$ cat src/rtl/sxf_pkg.sv
package sxf_pkg;

    // Geometry of the search neighbourhood
    localparam int WIN          = 3;
    localparam int WIN_N        = WIN * WIN;
    localparam int N_PLANES     = 3;
    localparam int N_BLUR       = N_PLANES + 1;
    localparam int CENTRE_IDX   = WIN_N / 2;
    localparam int STACK_CENTRE = WIN_N + CENTRE_IDX;
    localparam int N_NEIGH      = N_PLANES * WIN_N - 1;

    // Outcome of one two-input comparison, seen from the centre sample
    typedef enum logic [1:0] {
        CMP_EQ = 2'b00,
        CMP_GT = 2'b01,
        CMP_LT = 2'b10
    } cmp_code_e;

    // Reduced decision over all neighbours
    typedef struct packed {
        logic hit;
        logic is_max;
    } verdict_t;

    // Comparator slot of sample idx in plane p; the stack centre has no slot
    function automatic int slot_of(int p, int idx);
        int g;
        g = p * WIN_N + idx;
        return (g > STACK_CENTRE) ? g - 1 : g;
    endfunction

endpackage

$ cat src/rtl/sxf_plane_sub.sv
module sxf_plane_sub
    import sxf_pkg::*;
#(
    parameter int DW = 16
) (
    input  logic [WIN_N*DW-1:0] finer,
    input  logic [WIN_N*DW-1:0] coarser,
    output logic [WIN_N*DW-1:0] diff
);

    localparam logic [DW-1:0] POS_LIMIT = {1'b0, {(DW-1){1'b1}}};
    localparam logic [DW-1:0] NEG_LIMIT = {1'b1, {(DW-1){1'b0}}};

    function automatic logic [DW-1:0] clamp(logic [DW:0] wide);
        if (wide[DW] != wide[DW-1])
            return wide[DW] ? NEG_LIMIT : POS_LIMIT;
        return wide[DW-1:0];
    endfunction

    for (genvar i = 0; i < WIN_N; i++) begin : g_samp
        logic signed [DW:0] hi_ext;
        logic signed [DW:0] lo_ext;
        logic signed [DW:0] wide;
        assign hi_ext = {coarser[i*DW+DW-1], coarser[i*DW +: DW]};
        assign lo_ext = {finer[i*DW+DW-1], finer[i*DW +: DW]};
        assign wide   = hi_ext - lo_ext;
        assign diff[i*DW +: DW] = clamp(wide);
    end

endmodule

$ cat src/rtl/sxf_cmp.sv
module sxf_cmp
    import sxf_pkg::*;
#(
    parameter int DW = 16
) (
    input  logic signed [DW-1:0] centre,
    input  logic signed [DW-1:0] other,
    output cmp_code_e            code
);

    always_comb begin
        if (centre > other)
            code = CMP_GT;
        else if (centre < other)
            code = CMP_LT;
        else
            code = CMP_EQ;
    end

endmodule

$ cat src/rtl/sxf_reduce.sv
module sxf_reduce
    import sxf_pkg::*;
#(
    parameter int N = N_NEIGH
) (
    input  cmp_code_e codes [N],
    output verdict_t  verdict
);

    logic [N-1:0] above_all;
    logic [N-1:0] below_all;

    for (genvar n = 0; n < N; n++) begin : g_bit
        assign above_all[n] = (codes[n] == CMP_GT);
        assign below_all[n] = (codes[n] == CMP_LT);
    end

    always_comb begin
        verdict.is_max = &above_all;
        verdict.hit    = (&above_all) | (&below_all);
    end

endmodule

$ cat src/rtl/scale_extrema_finder.sv
module scale_extrema_finder
    import sxf_pkg::*;
#(
    parameter int DW      = 16,
    parameter int ROW_W   = 12,
    parameter int COL_W   = 12,
    parameter int SCALE_W = 3
) (
    input  logic                  clk,
    input  logic                  rst,
    input  logic                  in_valid,
    input  logic [ROW_W-1:0]      in_row,
    input  logic [COL_W-1:0]      in_col,
    input  logic [SCALE_W-1:0]    in_scale,
    input  logic [WIN_N*DW-1:0]   blur_l0,
    input  logic [WIN_N*DW-1:0]   blur_l1,
    input  logic [WIN_N*DW-1:0]   blur_l2,
    input  logic [WIN_N*DW-1:0]   blur_l3,
    output logic                  out_valid,
    output logic                  out_cand,
    output logic                  out_is_max,
    output logic [ROW_W-1:0]      out_row,
    output logic [COL_W-1:0]      out_col,
    output logic [SCALE_W-1:0]    out_scale
);

    localparam int PLANE_W = WIN_N * DW;

    // ---------------- stage 1: difference planes ----------------
    logic [PLANE_W-1:0] blur   [N_BLUR];
    logic [PLANE_W-1:0] diff_c [N_PLANES];
    logic [PLANE_W-1:0] diff_q [N_PLANES];

    assign blur[0] = blur_l0;
    assign blur[1] = blur_l1;
    assign blur[2] = blur_l2;
    assign blur[3] = blur_l3;

    for (genvar p = 0; p < N_PLANES; p++) begin : g_sub
        sxf_plane_sub #(.DW(DW)) u_sub (
            .finer   (blur[p]),
            .coarser (blur[p+1]),
            .diff    (diff_c[p])
        );
    end

    logic               s1_valid;
    logic [ROW_W-1:0]   s1_row;
    logic [COL_W-1:0]   s1_col;
    logic [SCALE_W-1:0] s1_scale;

    always_ff @(posedge clk) begin
        if (rst) begin
            s1_valid <= 1'b0;
            s1_row   <= '0;
            s1_col   <= '0;
            s1_scale <= '0;
            for (int p = 0; p < N_PLANES; p++)
                diff_q[p] <= '0;
        end else begin
            s1_valid <= in_valid;
            s1_row   <= in_row;
            s1_col   <= in_col;
            s1_scale <= in_scale;
            for (int p = 0; p < N_PLANES; p++)
                diff_q[p] <= diff_c[p];
        end
    end

    // ---------------- stage 2: compare and reduce ----------------
    logic [DW-1:0] centre;
    assign centre = diff_q[1][CENTRE_IDX*DW +: DW];

    cmp_code_e codes [N_NEIGH];

    for (genvar p = 0; p < N_PLANES; p++) begin : g_plane
        for (genvar i = 0; i < WIN_N; i++) begin : g_pos
            if (!(p == 1 && i == CENTRE_IDX)) begin : g_cmp
                localparam int SLOT = slot_of(p, i);
                sxf_cmp #(.DW(DW)) u_cmp (
                    .centre (centre),
                    .other  (diff_q[p][i*DW +: DW]),
                    .code   (codes[SLOT])
                );
            end
        end
    end

    // flattened view of the codes, observed by the bound checker
    logic [2*N_NEIGH-1:0] cmp_codes;
    always_comb begin
        for (int n = 0; n < N_NEIGH; n++)
            cmp_codes[2*n +: 2] = codes[n];
    end

    verdict_t verdict;

    sxf_reduce #(.N(N_NEIGH)) u_reduce (
        .codes   (codes),
        .verdict (verdict)
    );

    always_ff @(posedge clk) begin
        if (rst) begin
            out_valid  <= 1'b0;
            out_cand   <= 1'b0;
            out_is_max <= 1'b0;
            out_row    <= '0;
            out_col    <= '0;
            out_scale  <= '0;
        end else begin
            out_valid  <= s1_valid;
            out_cand   <= s1_valid & verdict.hit;
            out_is_max <= s1_valid & verdict.hit & verdict.is_max;
            out_row    <= s1_row;
            out_col    <= s1_col;
            out_scale  <= s1_scale;
        end
    end

endmodule

$ cat config.mk
export PLATFORM = sky130hd
export DESIGN_NAME = scale_extrema_finder
export DESIGN_NICKNAME = d
export VERILOG_FILES = /design/src/rtl/sxf_pkg.sv /design/src/rtl/sxf_plane_sub.sv /design/src/rtl/sxf_cmp.sv /design/src/rtl/sxf_reduce.sv /design/src/rtl/scale_extrema_finder.sv
export SDC_FILE = /design/constraint.sdc
export NUM_CORES = 2
export LEC_CHECK = 0
export ABC_AREA = 0
export BUFFER_PORTS_ARGS = -buffer_cell sky130_fd_sc_hd__clkbuf_2
export CAP_MARGIN = 20
export CORE_MARGIN = 5
export CORE_UTILIZATION = 35
export CTS_BUF_LIST = sky130_fd_sc_hd__clkbuf_16
export CTS_CLUSTER_SIZE = 28
export DETAILED_ROUTE_END_ITERATION = 8
export GPL_TIMING_DRIVEN = 0
export SLEW_MARGIN = 10
export SYNTH_ARGS = -nofsm -noshare
export SYNTH_HDL_FRONTEND = slang
export SYNTH_SLANG_ARGS = --single-unit
$ cat constraint.sdc
create_clock -name clk -period 7.6 [get_ports clk]
set_input_delay 0.76 -clock clk [delete_from_list [all_inputs] [get_ports clk]]
set_output_delay 0.76 -clock clk [all_outputs]
set_load 0.01 [all_outputs]
==> flow_metrics.py <==
metrics = {
    "worst_setup_path": {
        "crit_path_start": "diff_q[0][214]",
        "critical_path.n_buffers_inverters": 0,
        "critPathSlowestCell": "dfxtp_4",
        "critical_path_required_ns": 8.16,
        "r2r-end": "out_cand",
        "critical-path-top-cell-by-count": "nand4_1",
        "timing.critical_path.cells": "ha_1, and4_1, or4b_2, a2bb2o_1, a221oi_1, nand4_1, nor4_1, nand4_1, nor4_2, a31o_1",
        "endpoint_kind": "flop",
        "setup.worst_path.start_class": "flop",
        "critPathKind": "flop to flop",
        "critical_path_maximum_fanout": 26,
        "r2r-start": "diff_q[0][214]",
        "endpoint": "out_cand",
        "worst_path_largest_cell_delay_ns": 0.86,
        "crit_path_leading_delay_family": "simple AND/OR/NAND/NOR gates",
        "worstPathArrival_ns": 4.70,
        "cp_num_cells": 10,
        "worst_case_reg_to_reg_path_depth": 10,
        "r2r_setup_slack_ns": 3.46,
    },
    "timing": {
        "final.setup.tns_ns": 0,
        "setup-violations-final": 0,
        "final_min_period_over_clock_period_pct": 54.5,
        "timing.final.max_slew_violations": 0,
        "finalWorstPathRequiredPeriod_ns": 4.14,
        "final.setup.worst_slack_ns": 3.46,
        "worst_pin_slew_ns": 1.11,
        "slew_headroom_pct": 26.2,
        "clock.fmax_mhz": 242,
        "rsz0062_at_grt": "no",
        "fin_worst_skew_ns": 0.0326,
        "holdWs_ns": 0.319,
        "report.final.hold_viol_count": 0,
    },
    "power": {
        "combinational_share_of_power_pct": 41.1,
        "power.ir.vdd_worst_mv": 0.179,
        "p_switching_uw": 3950,
        "cellPowerDensity_mw_per_mm2": 200,
        "proportion_of_power_drawn_by_the_clock_network_pct": 26.8,
        "cell_internal_pwr_uw": 6480,
        "total_leakage_power_uw": 0.0273,
        "power_switching_share_pct": 37.9,
        "p_seq_share_pct": 32.1,
    },
    "status": {
        "status": "finished clean",
    },
    "global_route": {
        "grt_pass1_wl_mm": 237,
        "grt_max_degree": 27,
        "grt_pass1_vias": 41200,
        "grt.total_usage_pct": 22.8,
        "globalRouteOverflowTotal": 0,
        "antenna_violations_before_repair": 30,
    },
    "synthesis": {
        "synth_ff_type": "dfxtp_1",
        "post_synthesis_cell_count": 5585,
        "avgSynthCellArea_um2": 8.00,
        "ranking_of_synthesized_cells_by_area": "ha_1, dfxtp_1, inv_1, a21oi_1, a21o_1",
        "synth_top_area_share_pct": 23.7,
        "synth_cell_type_count": 87,
        "number_of_enable_type_register_cells_in_the_synthesized_netlist": 0,
        "syn_area_mm2": 0.0447,
        "synthMostInstantiatedCell": "inv_1",
        "postSynthRegisterBits": 490,
        "synth_seq_area_share_pct": 21.9,
        "yosysWarnings": 0,
        "yosys-top-cells-count": "inv_1, ha_1, dfxtp_1",
        "postSynthNetCount": 7066,
        "synth_largest_area_cell": "ha_1",
        "synth_async_sr_flop_share_pct": 0,
    },
    "cells_and_area": {
        "final_cell_area_mm2": 0.0522,
        "postLayoutCoreUtil_pct": 41.0,
        "finalNetCount": 7769,
        "syn2layout_area_growth_pct": 16.7,
        "share_of_cells_above_drive_strength_1_pct": 13.9,
    },
    "floorplan": {
        "coreArea_mm2": 0.127,
        "die_y_um": 367,
        "boundaryPins": 636,
        "die-width_um": 367,
        "effective_utilization_at_floorplan_pct": 35.1,
        "floorplan.die_area_mm2": 0.135,
        "rows": 131,
    },
    "place": {
        "dp_worst_setup_slack_ns": 3.18,
        "hpwl_mm": 131,
        "place_area_mm2": 0.0502,
        "port_buffers": 635,
        "final_wtd_congestion": 0.907,
    },
    "drt": {
        "drc": 0,
        "routed_wire_length_per_instance_um": 20.0,
        "drt-initial-drc-count": 2388,
        "vias": 41800,
        "detailedRoute.firstPassIterationCount": 6,
        "postRouteAntennaNets": 0,
        "route.final.wire_length_mm": 160,
        "avgViaCountPerCell": 5.22,
    },
    "cts": {
        "max-clock-path-buffers": 3,
        "clk_pin_slew_ns": 0.07,
        "post_cts_resized": 0,
        "numCtsBuffers": 55,
        "sinks_on_clock_net": 490,
        "cts_setup_buffers": 0,
        "cts-hold-fix-buffers": 0,
        "clock_insertion_delay_worst_skew_ns": 0.65,
        "cts.root.buffer_cell": "clkbuf_16",
        "cts_tree": "yes",
        "total_number_of_h_tree_levels": 2,
    },
    "min_path": {
        "hold_path_class": "primary input to flop",
    },
    "run": {
        "timing.max_cap.violations": 0,
    },
}
[worst register-to-register path, delay by kind of cell (launching register included)]
kind	cells	cell delay, ns
and+or+nand+nor	6	1.51
AOI/OAI and AO/OA	3	1.30
DFF	1	0.86
adders and majority gates	1	0.40
[registers in the layout, indices dropped and copies added, names as in the netlist]
register / cells
s1_scale: 3
out_col: 12
out_cand: 1
s1_valid: 1
out_scale: 3
s1_col: 12
out_row: 12
out_valid: 1
s1_row: 12
out_is_max: 1
diff_q: 432
[layout make-up]
| type | count | area [µm²] |
|---|---|---|
| Fill cell | 13200 | 75000 |
| Multi-Input combinational cell | 4087 | 31100 |
| Sequential cell | 490 | 9860 |
| Inverter | 934 | 3510 |
| Timing Repair Buffer | 646 | 3360 |
| Tap cell | 1662 | 2080 |
| Clock buffer | 55 | 1380 |
| Clock inverter | 48 | 512 |
| Buffer | 74 | 304 |
| Antenna cell | 18 | 45.0 |
[metal layers]
layer / vias up / share of wire, % / wire, µm / track usage (%)
li1: 21100 / - / - / -
met1: 19200 / 43 / 69300 / 28.4
met2: 1177 / 45 / 72700 / 38.1
met3: 311 / 7.0 / 11200 / 5.33
met4: 22 / 4.4 / 7010 / 9.08
met5: - / 0.091 / 146 / 0
[per-stage QoR]
stage	std cells	total power [µW]
after detailed placement	7893	7660
final	8014	10400
after global routing	8000	11200
after CTS	7996	10500
after global placement	7882	7530
after floorplan	5585	6230
[kinds of logic after synthesis]
| logic type | Yosys count | synth area share (%) |
|---|---|---|
| buf+inv | 1008 | 8.50 |
| xor+xnor | 279 | 5.47 |
| mux | 33 | 0.767 |
| flops | 490 | 21.9 |
| fa+ha+maj | 876 | 25.0 |
| compound gates | 1653 | 23.8 |
| simple gates | 1246 | 14.6 |
[placed cells by master (no fill, tap or decap), drive strengths merged, types with 55 or more instances in the layout]
cell	count
inv	945
ha	848
clkbuf	753
dfxtp	490
a21oi	440
o21ai	374
a21o	293
nand2	237
nor2	222
nor2b	161
xor2	144
xnor2	135
nor3	109
o21a	103
nand2b	102
nand3	92
nand4	90
or2	55
[power groups by stage]
stage | Clock, µW | Sequential [µW] | Combinational (µW)
2_1_floorplan | 0 | 3210 | 3020
3_3_place_gp | 0 | 3430 | 4110
3_5_place_dp | 0 | 3410 | 4250
4_1_cts | 2870 | 3360 | 4290
5_1_grt | 2990 | 3390 | 4860
6_report | 2800 | 3350 | 4280
[how the worst min path moves through the flow]
stage | startpoint | to | cells after the start
6_report | in_col[9] | s1_col[9] | 2
5_1_grt | in_row[5] | s1_row[5] | 2
4_1_cts | in_row[5] | s1_row[5] | 2
3_5_place_dp | s1_col[7] | out_col[7] | 1
3_3_place_gp | s1_row[11] | out_row[11] | 1
2_1_floorplan | s1_col[0] | out_col[0] | 1
Note: power is estimated with default switching activity, not from simulation.
